===== src/rtl/wake_pkg.sv =====
// Shared types for the wake request generator.
// Assumes the stream word holds the core index in its low bits and the wake type above them.
package wake_pkg;
    typedef enum logic {
        WAKE_TARGETED = 1'b0,
        WAKE_ONEOFN   = 1'b1
    } wake_kind_e;
endpackage


===== src/rtl/wake_msg_decode.sv =====
// Decodes one accepted stream beat into per-core set strobes.
// It handles both wake kinds, applies the 1-of-N enable and drops indexes out of range.
// Assumes NUM_CORES <= 2**IDX_W. The output is combinational and is used in the same cycle.
module wake_msg_decode #(
    parameter int NUM_CORES = 8,
    parameter int IDX_W     = 8
) (
    input  logic                 clk,
    input  logic                 rst_n,
    input  logic                 beat_ok,
    input  logic [IDX_W:0]       beat_data,
    input  logic                 oneofn_en,
    output logic [NUM_CORES-1:0] set_vec
);
    import wake_pkg::*;

    localparam logic [IDX_W:0] CORE_LIM = (IDX_W+1)'(NUM_CORES);

    logic [IDX_W-1:0] idx;
    wake_kind_e       kind;
    logic             in_range;
    logic             kind_ok;

    // Split the beat into index and kind, and qualify it.
    always_comb begin
        idx      = beat_data[IDX_W-1:0];
        kind     = wake_kind_e'(beat_data[IDX_W]);
        in_range = ({1'b0, idx} < CORE_LIM);
        kind_ok  = (kind == WAKE_TARGETED) || oneofn_en;
    end

    // One strobe per core, raised only for the addressed core.
    for (genvar i = 0; i < NUM_CORES; i++) begin : g_hit
        assign set_vec[i] = beat_ok && in_range && kind_ok && (idx == IDX_W'(i));
    end

    assert_onehot_R10: assert property (@(posedge clk) disable iff (!rst_n)
        $onehot0(set_vec));
    assert_range_drop_R5: assert property (@(posedge clk) disable iff (!rst_n)
        (beat_ok && ({1'b0, beat_data[IDX_W-1:0]} >= CORE_LIM)) |-> (set_vec == '0));
    assert_oneofn_gate_R4: assert property (@(posedge clk) disable iff (!rst_n)
        (beat_ok && beat_data[IDX_W] && !oneofn_en) |-> (set_vec == '0));
    assert_idle_R2: assert property (@(posedge clk) disable iff (!rst_n)
        !beat_ok |-> (set_vec == '0));
endmodule


===== src/rtl/wake_core_cell.sv =====
// Holds the wake request of one core in a set-dominant latch.
// It clears only when the child-asleep status falls while the sleep flag is low.
// Assumes the status inputs are already synchronous to clk.
module wake_core_cell (
    input  logic clk,
    input  logic rst_n,
    input  logic set_i,
    input  logic psleep_i,
    input  logic kids_i,
    output logic wake_o
);
    logic kids_prev;
    logic wake_q;
    logic exit_done;

    // The clear fires on a falling asleep status with sleep released.
    assign exit_done = kids_prev && !kids_i && !psleep_i;

    // Remember the asleep status of the last edge for edge detection.
    always_ff @(posedge clk) begin
        if (!rst_n) kids_prev <= 1'b0;
        else        kids_prev <= kids_i;
    end

    // Set-dominant request latch.
    always_ff @(posedge clk) begin
        if (!rst_n)         wake_q <= 1'b0;
        else if (set_i)     wake_q <= 1'b1;
        else if (exit_done) wake_q <= 1'b0;
    end

    assign wake_o = wake_q;

    assert_set_R3: assert property (@(posedge clk) disable iff (!rst_n)
        set_i |=> wake_o);
    assert_set_wins_R9: assert property (@(posedge clk) disable iff (!rst_n)
        (set_i && exit_done) |=> wake_o);
    assert_sticky_R6: assert property (@(posedge clk) disable iff (!rst_n)
        (wake_o && !set_i && !exit_done) |=> wake_o);
    assert_no_spurious_R2: assert property (@(posedge clk) disable iff (!rst_n)
        (!wake_o && !set_i) |=> !wake_o);
    assert_clear_R7: assert property (@(posedge clk) disable iff (!rst_n)
        (exit_done && !set_i) |=> !wake_o);
    assert_sleep_hold_R8: assert property (@(posedge clk) disable iff (!rst_n)
        (wake_o && psleep_i) |=> wake_o);
endmodule


===== src/rtl/wake_req_gen.sv =====
// Top of the per-core wake request generator.
// It takes wake messages from a stream slave that is always ready and drives one sticky
// wake level per core toward the power controller.
// Assumes all inputs are synchronous to clk and that NUM_CORES <= 2**IDX_W.
module wake_req_gen #(
    parameter int NUM_CORES = 8,
    parameter int IDX_W     = 8
) (
    input  logic                 clk,
    input  logic                 rst_n,
    input  logic                 s_tvalid,
    output logic                 s_tready,
    input  logic [IDX_W:0]       s_tdata,
    input  logic                 oneofn_en,
    input  logic [NUM_CORES-1:0] proc_sleep,
    input  logic [NUM_CORES-1:0] kids_asleep,
    output logic [NUM_CORES-1:0] wake_req
);
    logic [NUM_CORES-1:0] set_vec;
    logic                 beat_ok;

    // The slave never stalls, so every valid beat is taken.
    assign s_tready = 1'b1;
    assign beat_ok  = s_tvalid && s_tready;

    wake_msg_decode #(
        .NUM_CORES(NUM_CORES),
        .IDX_W    (IDX_W)
    ) u_dec (
        .clk      (clk),
        .rst_n    (rst_n),
        .beat_ok  (beat_ok),
        .beat_data(s_tdata),
        .oneofn_en(oneofn_en),
        .set_vec  (set_vec)
    );

    // One latch cell per core.
    for (genvar i = 0; i < NUM_CORES; i++) begin : g_core
        wake_core_cell u_cell (
            .clk     (clk),
            .rst_n   (rst_n),
            .set_i   (set_vec[i]),
            .psleep_i(proc_sleep[i]),
            .kids_i  (kids_asleep[i]),
            .wake_o  (wake_req[i])
        );
    end

    assert_reset_clear_R1: assert property (@(posedge clk)
        !rst_n |=> (wake_req == '0));
    assert_ready_R2: assert property (@(posedge clk) disable iff (!rst_n)
        s_tvalid |-> s_tready);
endmodule


===== config.mk =====
export PLATFORM = sky130hd
export DESIGN_NAME = wake_req_gen
export DESIGN_NICKNAME = d
export VERILOG_FILES = /design/src/rtl/wake_pkg.sv /design/src/rtl/wake_msg_decode.sv /design/src/rtl/wake_core_cell.sv /design/src/rtl/wake_req_gen.sv
export SDC_FILE = /design/constraint.sdc
export NUM_CORES = 1
export LEC_CHECK = 0
export ABC_AREA = 1
export ABC_CLOCK_PERIOD_IN_PS = 1200
export CAP_MARGIN = 20
export CORE_MARGIN = 2
export CORE_UTILIZATION = 40
export DETAILED_ROUTE_END_ITERATION = 10
export GPL_ROUTABILITY_DRIVEN = 0
export HOLD_SLACK_MARGIN = 0.1
export PLACE_DENSITY = 0.77
export SYNTH_ARGS = -nofsm -noshare
export SYNTH_HDL_FRONTEND = slang
export SYNTH_HIERARCHICAL = 1
export SYNTH_SLANG_ARGS = --single-unit

===== constraint.sdc =====
create_clock -name clk -period 1.2 [get_ports clk]
set_clock_uncertainty 0.15 [all_clocks]
set_input_delay 0.3 -clock clk [delete_from_list [all_inputs] [get_ports clk]]
set_output_delay 0.3 -clock clk [all_outputs]
set_load 0.005 [all_outputs]

==> results of run 1 <==
-- per-layer routing --
| metal | part of all wire (%) | GRT usage [%] | vias up | wire [um] |
|---|---|---|---|---|
| met1 | 40 | 15.8 | 377 | 753 |
| met5 | 0 | 0 | - | 0 |
| met2 | 55 | 30.7 | 25 | 1040 |
| met3 | 4.4 | 3.27 | 2 | 84 |
| met4 | 0.63 | 8.80 | 0 | 12 |
| li1 | - | - | 442 | - |
-- worst min path at each step --
stage	cells after the start	slack, ps	end	start
after floorplan	2	240	g_core[0].u_cell/kids_prev	kids_asleep[0]
after detailed placement	2	310	g_core[2].u_cell/wake_o	g_core[2].u_cell/wake_o
final	6	280	g_core[7].u_cell/wake_o	s_tdata[3]
after global routing	6	280	g_core[7].u_cell/wake_o	s_tdata[3]
after global placement	2	310	g_core[7].u_cell/wake_o	g_core[7].u_cell/wake_o
after CTS	2	310	g_core[7].u_cell/wake_o	g_core[7].u_cell/wake_o
-- cell families after synthesis --
group / after synthesis
buffers and inverters: 50
AND/OR/NAND/NOR: 49
flip-flops: 16
AO/OA/AOI/OAI: 8
other: 1
-- sequential cells by signal (all words and copies together) (netlist names) --
signal and count:
g_core.u_cell/wake_o 8, g_core.u_cell/kids_prev 8
-- cells in the final DEF, fill, tap and decap left out, drive strengths merged --
cell type and count:
buf 17, clkdlybuf4s50 17, nor2 13, clkbuf 5
nand3 16, a21oi 8, dfxtp 16, conb 1
nand2 20, inv 49, dlygate4sd2 10
-- per-stage QoR --
stage	util (%)	setup WS (ps)	power, mW	hold slack, ps
global placement	65.0	-408	0.738	308
floorplan	-	155	0.625	243
global route	68.1	-18.4	1.14	283
finish	68.1	8.90	1.09	284
CTS	66.8	-7.49	1.10	315
detailed placement	65.0	-463	0.745	306
-- timing repair --
item / 4_1_cts / 5_1_grt
setup endpoints to repair: 16 / 16
hold buffers: 0 / 0
resized for setup: 57 / 8
pin swaps: 6 / 3
gates cloned: 0 / 0
buffers inserted: 3 / 1
-- layout make-up --
class	instances	area [um2]	area share, %
Clock buffer	4	36.3	2.69
Inverter	49	184	13.6
Tap cell	27	33.8	2.50
Sequential cell	16	330	24.5
Timing Repair Buffer	45	389	28.8
Multi-Input combinational cell	58	375	27.8
-- power by group --
part | internal [mW] | switching, mW | total [mW]
Clock | 0.185 | 0.175 | 0.360
Sequential | 0.545 | 0.00613 | 0.551
Combinational | 0.0984 | 0.0795 | 0.178
Total | 0.828 | 0.260 | 1.09
-- worst reg2reg max path: stages (launching register included) --
cell     delay, ps
dfxtp_2        340
buf_4          130
nand2_2         70
a21oi_2         50
==> results.sh, run 1 <==
export IMPL_outcome="finished clean"
export IMPL_wl_per_cell_um=9.51
export IMPL_ys_top_cells_by_count="49 x inv_1, 16 x dfxtp_1, 13 x nor2_1, 11 x nand2_1, 9 x nand2_2"
export IMPL_cts_tree="built"
export IMPL_viasPerCell=4.25
export IMPL_startpoint_type="register"
export IMPL_path_class="register to output pin"
export IMPL_antenna_left=0
export IMPL_powerDensity_mw_per_mm2=807
export IMPL_required_ps=750
export IMPL_netlist_area_leader_share_pct=37.6
export IMPL_fin_tns_setup_ps=0
export IMPL_critical_path_max_fanout=2
export IMPL_clkSinkCount=16
export IMPL_instances_no_fill=199
export IMPL_cp_num_cells=1
export IMPL_cp_data_arrival_time_ps=740
export IMPL_worstSetupEndpointType="output pin"
export IMPL_nFillCells=183
export IMPL_placed_area_mm2=0.00129
export IMPL_async_reset_ff_share_pct=0
export IMPL_io_pins=38
export IMPL_synth_seq_cells=16
export IMPL_grt_max_degree=17
export IMPL_n_antenna_cell=0
export IMPL_dp_cells=191
export IMPL_rr_worst_depth=3
export IMPL_r2r_end="g_core[1].u_cell/wake_o"
export IMPL_final_layout_size_suffix_gt1_share_pct=38.4
export IMPL_synth_top_family_by_area="simple AND/OR/NAND/NOR gates"
export IMPL_synth_area_mux_share_pct=0
export IMPL_io_buffers=36
export IMPL_synthAdderAreaFrac_pct=0
export IMPL_drv_slew=0
export IMPL_drt_wl_total_um=1890
export IMPL_design_area_mm2=0.00135
export IMPL_drc=0
export IMPL_clk_pin_slew_worst_paths_ps=90
export IMPL_clk_path_buf_depth=2
export IMPL_crit_chain="buf_2"
export IMPL_cap_violations=0
export IMPL_synthCells=124
export IMPL_syn_area_um2=852
export IMPL_die_y_um=50.2
export IMPL_r2r_slack_ps=380
export IMPL_vias=846
export IMPL_synth_top_flop_cell="dfxtp_1"
export IMPL_numCtsBuffers=3
export IMPL_avgSynthCellArea_um2=6.87
export IMPL_cp_top_family="flip-flops"
export IMPL_track_usage_pct=16.1
export IMPL_fin_crit_ps=1190
export IMPL_post_route_period_util_pct=99.3
export IMPL_synth_edf_count=0
export IMPL_final_nets=202
export IMPL_rsz0062_at_grt="true"
export IMPL_dieArea_mm2=0.00252
export IMPL_crit_buf_inv=1
export IMPL_ir_worst_vdd_uv=502
export IMPL_hp_class="input pin to register"
export IMPL_yosysMostFrequentCell="inv_1"
export IMPL_cpMaxStageDelayCell="dfxtp_2"
export IMPL_die_w_um=50.2
export IMPL_area_growth_pct=58.3
export IMPL_grt_first_pass_wirelength_um=3060
export IMPL_cts_root_buf="clkbuf_4"
export IMPL_p_leak_nw=0.701
export IMPL_syn_nets=153
export IMPL_seq_area_frac_synth_pct=37.6
export IMPL_fmax_ghz=0.840
export IMPL_synth_xor_area_share_pct=0
export IMPL_yosysTopAreaCell="dfxtp_1"
export IMPL_drt_pass1_iter_count=3
export IMPL_fp_coreArea_mm2=0.00198
export IMPL_rr_startpoint="g_core[1].u_cell/wake_o"
export IMPL_endpoint="wake_req[4]"
export IMPL_max_stage_delay_ps=340
export IMPL_antenna_found_initial=0
export IMPL_ys_types=10
export IMPL_finalHoldViolCount=0
export IMPL_synth_simple_gate_area_share_pct=31.3
export IMPL_first_iter_violations=8
export IMPL_worstSkewPairLatency_ps=290
export IMPL_synth_area_top_cells="dfxtp_1 38%, inv_1 22%, nand3_2 9.4%"
export IMPL_num_rows=16
export IMPL_ys_warn_count=6
export IMPL_synth_compound_area_share_pct=8.22
export IMPL_grt_pass1_vias=802
export IMPL_overflow=0
export IMPL_crit_start="g_core[4].u_cell/wake_o"
export IMPL_htreeDepth=1
export IMPL_dp_hpwl_um=1360
export IMPL_start_util_pct=43.0
export IMPL_setup_viol=0
Power figures use the tool's default switching activity.
==> run 2: changes to the inputs <==
CORE_ASPECT_RATIO = 0.8   (was unset)
MAX_ROUTING_LAYER = met4   (was unset)
==> run 2 against run 1 <==
Compared with the run above: combinational power about the same; critical path depth unchanged; wire length increased by 7.9%; critical path type unchanged.
==> results.sh, run 2 (synthesized netlist as in run 1, its figures left out) <==
export IMPL_finalHoldViolCount=0
export IMPL_grt_max_degree=17
export IMPL_cts_tree="built"
export IMPL_final_nets=204
export IMPL_rr_startpoint="g_core[3].u_cell/wake_o"
export IMPL_rsz0062_at_grt="true"
export IMPL_fp_coreArea_mm2=0.00194
export IMPL_clk_pin_slew_worst_paths_ps=100
export IMPL_num_rows=14
export IMPL_outcome="finished clean"
export IMPL_hp_class="input pin to register"
export IMPL_grt_first_pass_wirelength_um=3480
export IMPL_fmax_ghz=0.842
export IMPL_cp_top_family="flip-flops"
export IMPL_layout_commonest_cell="inv_1"
export IMPL_design_area_mm2=0.00139
export IMPL_instances_no_fill=198
export IMPL_fin_crit_ps=1190
export IMPL_post_route_period_util_pct=99.0
export IMPL_drt_wl_total_um=2040
export IMPL_cp_num_cells=1
export IMPL_final_layout_size_suffix_gt1_share_pct=39.1
export IMPL_io_pins=38
export IMPL_htreeDepth=1
export IMPL_vias=857
export IMPL_antenna_found_initial=0
export IMPL_area_growth_pct=63.6
export IMPL_fin_tns_setup_ps=0
export IMPL_layout_common_cells="47 x inv_1, 17 x clkdlybuf4s50_1, 11 x nand2_1"
export IMPL_hold_path_startpoint="s_tdata[3]"
export IMPL_clkSinkCount=16
export IMPL_required_ps=750
export IMPL_critical_path_max_fanout=2
export IMPL_r2r_slack_ps=270
export IMPL_antenna_left=0
export IMPL_crit_buf_inv=1
export IMPL_clk_path_buf_depth=2
export IMPL_setup_viol=0
export IMPL_hold_ws_ps=270
export IMPL_wl_per_cell_um=10.3
export IMPL_dp_hpwl_um=1540
export IMPL_pre_cts_ws_ps=-442
export IMPL_die_w_um=55.6
export IMPL_cts_root_buf="clkbuf_4"
export IMPL_grt_pass1_vias=851
export IMPL_drv_slew=0
export IMPL_dieArea_mm2=0.00252
export IMPL_worstSkewPairLatency_ps=290
export IMPL_track_usage_pct=18.8
export IMPL_dp_cells=191
export IMPL_powerDensity_mw_per_mm2=781
export IMPL_start_util_pct=43.8
export IMPL_first_iter_violations=25
export IMPL_drc=0
export IMPL_endpoint="wake_req[3]"
export IMPL_max_stage_delay_ps=340
export IMPL_ir_worst_vdd_uv=840
export IMPL_drt_pass1_iter_count=4
export IMPL_die_y_um=45.3
export IMPL_p_leak_nw=0.722
export IMPL_startpoint_type="register"
export IMPL_placed_area_mm2=0.00131
export IMPL_cpMaxStageDelayCell="dfxtp_2"
export IMPL_crit_start="g_core[3].u_cell/wake_o"
export IMPL_cap_violations=0
export IMPL_numCtsBuffers=3
export IMPL_postLayoutCoreUtil_pct=71.7
export IMPL_path_class="register to output pin"
export IMPL_n_antenna_cell=0
export IMPL_worstSetupEndpointType="output pin"
export IMPL_io_buffers=36
export IMPL_r2r_end="g_core[3].u_cell/wake_o"
export IMPL_overflow=0
export IMPL_rr_worst_depth=4
export IMPL_cp_data_arrival_time_ps=740
export IMPL_viasPerCell=4.33
export IMPL_fin_ws_ps=12.0
export IMPL_crit_chain="buf_6"
export IMPL_finalPower_mw=1.09
## run 2: changes by cell type in the layout (fill, tap and decap cells not counted), sizes merged
cell / delta
dlygate4sd2: -1
buf: +2
dlymetal6s2s: +1
## run 2: area by class of cell
| type | count | area [um2] |
|---|---|---|
| flip-flops and latches | 16 | 330 |
| repair buffers | 47 | 445 |
| fillers | 169 | 551 |
| inverters | 49 | 184 |
| well taps | 24 | 30.0 |
| clock buffers | 4 | 36.3 |
| multi-input cells | 58 | 368 |
## run 2: per-layer routing
| metal | track usage (%) | up-vias | part of all wire (%) |
|---|---|---|---|
| li1 | - | 446 | - |
| met3 | 5.44 | 4 | 7.3 |
| met4 | 6.83 | 0 | 1.4 |
| met1 | 17.9 | 372 | 39 |
| met5 | - | - | 0 |
| met2 | 36.9 | 35 | 52 |
## run 2: what timing repair did
item / in CTS / in global routing
hold buffers: 0 / 0
setup buffers: 2 / 1
pin swaps: 12 / 4
resized for setup: 54 / 18
endpoints found under the setup margin: 16 / 16
## run 2: worst min path at each step
stage                                 endpoint  cells past startpoint
global placement       g_core[6].u_cell/wake_o                      2
floorplan           g_core[0].u_cell/kids_prev                      2
global route           g_core[0].u_cell/wake_o                      6
finish                 g_core[0].u_cell/wake_o                      6
detailed placement     g_core[6].u_cell/wake_o                      2
CTS                    g_core[0].u_cell/wake_o                      6
## run 2: where the power goes
group	total [mW]	switching [mW]	internal, mW
logic	0.177	0.0789	0.0985
registers	0.551	0.00635	0.545
clock network	0.360	0.175	0.185
==> run 3: changes to the inputs <==
CORE_UTILIZATION = 49   (was 40)
DONT_BUFFER_PORTS = 1   (was unset)
PLACE_DENSITY = unset   (was 0.77)
==> run 3 against run 2 <==
Compared with the run above: utilization shrank 5.2 points; register-to-register slack gained 160 ps; via count shrank 15%; non-clock buffer count shrank 30; flip-flop and latch count is the same; final cell count shrank 16%; wire length shrank 25%; setup slack gained 62 ps; design area shrank 22%; global-route usage shrank 1.4 points.
==> results.sh, run 3 (synthesized netlist as in run 1, its figures left out) <==
export IMPL_drt_wl_total_um=1540
export IMPL_overflow=0
export IMPL_final_nets=174
export IMPL_layout_commonest_cell="inv_1"
export IMPL_cp_data_arrival_time_ps=1200
export IMPL_clk_path_buf_depth=2
export IMPL_p_leak_nw=0.544
export IMPL_fp_coreArea_mm2=0.00163
export IMPL_hold_path_startpoint="s_tdata[0]"
export IMPL_worstSetupEndpointType="register"
export IMPL_required_ps=1280
export IMPL_r2r_end="g_core[1].u_cell/wake_o"
export IMPL_rr_startpoint="g_core[1].u_cell/kids_prev"
export IMPL_powerDensity_mw_per_mm2=943
export IMPL_finalHoldViolCount=0
export IMPL_pre_cts_ws_ps=39.6
export IMPL_io_pins=38
export IMPL_r2r_slack_ps=430
export IMPL_dp_hpwl_um=998
export IMPL_cts_tree="built"
export IMPL_drc=0
export IMPL_fin_tns_setup_ps=0
export IMPL_die_w_um=50.6
export IMPL_antenna_found_initial=0
export IMPL_hold_ws_ps=112
export IMPL_critical_path_max_fanout=5
export IMPL_holdPathEnd="g_core[3].u_cell/wake_o"
export IMPL_post_route_period_util_pct=93.9
export IMPL_start_util_pct=52.4
export IMPL_hp_class="input pin to register"
export IMPL_vias=726
export IMPL_drt_pass1_iter_count=4
export IMPL_whs_path_depth=4
export IMPL_dieArea_mm2=0.00209
export IMPL_cts_root_buf="clkbuf_4"
export IMPL_drv_slew=0
export IMPL_fin_ws_ps=73.6
export IMPL_dp_cells=145
export IMPL_startpoint_type="input pin"
export IMPL_grt_max_degree=10
export IMPL_outcome="finished clean"
export IMPL_rr_worst_depth=3
export IMPL_antenna_left=0
export IMPL_ir_worst_vdd_uv=720
export IMPL_viasPerCell=4.37
export IMPL_clk_pin_slew_worst_paths_ps=90
export IMPL_die_y_um=41.3
export IMPL_clkSinkCount=16
export IMPL_num_rows=13
export IMPL_first_iter_violations=11
export IMPL_n_antenna_cell=0
export IMPL_fmax_ghz=0.888
export IMPL_layout_common_cells="49 x inv_1, 16 x dlygate4sd3_1, 16 x dfxtp_1"
export IMPL_wl_per_cell_um=9.26
export IMPL_final_layout_size_suffix_gt1_share_pct=20.1
export IMPL_instances_no_fill=166
export IMPL_rsz0062_at_grt="false"
export IMPL_postCtsSetupRepairBufs=0
export IMPL_grt_first_pass_wirelength_um=2520
export IMPL_htreeDepth=1
export IMPL_path_class="input pin to register"
export IMPL_track_usage_pct=17.4
export IMPL_fin_crit_ps=1130
export IMPL_postLayoutCoreUtil_pct=66.5
export IMPL_area_growth_pct=26.9
export IMPL_grt_pass1_vias=674
export IMPL_setup_viol=0
export IMPL_cap_violations=0
export IMPL_numCtsBuffers=3
export IMPL_io_buffers=0
export IMPL_worstSkewPairLatency_ps=280
## run 3: cell count changes in the layout (fill, tap and decap cells not counted), moves of 7 or more
| cell | delta |
|---|---|
| clkdlybuf4s50_1 | -17 |
| dlygate4sd3_1 | +16 |
| buf_4 | -10 |
| dlygate4sd2_1 | -9 |
| nor2_1 | +9 |
| nor2_2 | -9 |
| dfxtp_1 | +8 |
| dfxtp_2 | -8 |
| buf_6 | -7 |
## run 3: final cells by class
type                            count  area, um2
Sequential cell                    16        320
Fill cell                         157        546
Inverter                           49        184
Timing Repair Buffer               17        173
Tap cell                           22       27.5
Clock buffer                        4       36.3
Multi-Input combinational cell     58        340
## run 3: worst max-delay path, stage by stage
cell,delay (ps)
dlygate4sd3_1,550
nand3_1,80
nor2_1,110
inv_1,50
a21oi_2,110
## run 3: metal layers
layer / track usage, % / part of all wire [%]
met2: 32.6 / 45
met1: 18.0 / 45
met3: 6.07 / 8.7
met5: - / 0
met4: 6.08 / 1.1
## run 3: how the worst max path moves through the flow
stage	startpoint	end	slack (ps)	cells after the start
2_1_floorplan	s_tdata[3]	g_core[0].u_cell/wake_o	150	7
3_3_place_gp	s_tdata[2]	g_core[5].u_cell/wake_o	50	6
3_5_place_dp	s_tdata[3]	g_core[2].u_cell/wake_o	40	5
4_1_cts	rst_n	g_core[3].u_cell/wake_o	7	3
5_1_grt	s_tdata[0]	g_core[1].u_cell/wake_o	30	5
6_report	s_tdata[0]	g_core[1].u_cell/wake_o	70	5
## run 3: report_power, final
group	switching (mW)	internal (mW)	leakage (nW)
registers	0.00612	0.545	0.131
clock network	0.165	0.185	0.0210
logic	0.0567	0.0618	0.392
## run 3: through the flow
| stage | power, mW | cell area, um2 |
|---|---|---|
| 3_5_place_dp | 0.630 | 872 |
| 3_3_place_gp | 0.627 | 872 |
| 4_1_cts | 1.04 | 1080 |
| 2_1_floorplan | 0.625 | 852 |
| 5_1_grt | 1.07 | 1080 |
| 6_report | 1.02 | 1080 |
## run 3: repair_timing
action                     in CTS  in global routing
setup endpoints to repair       0                  4
hold buffers                   17                  0
hold endpoints to repair       16                  0
gates resized for setup         0                  1
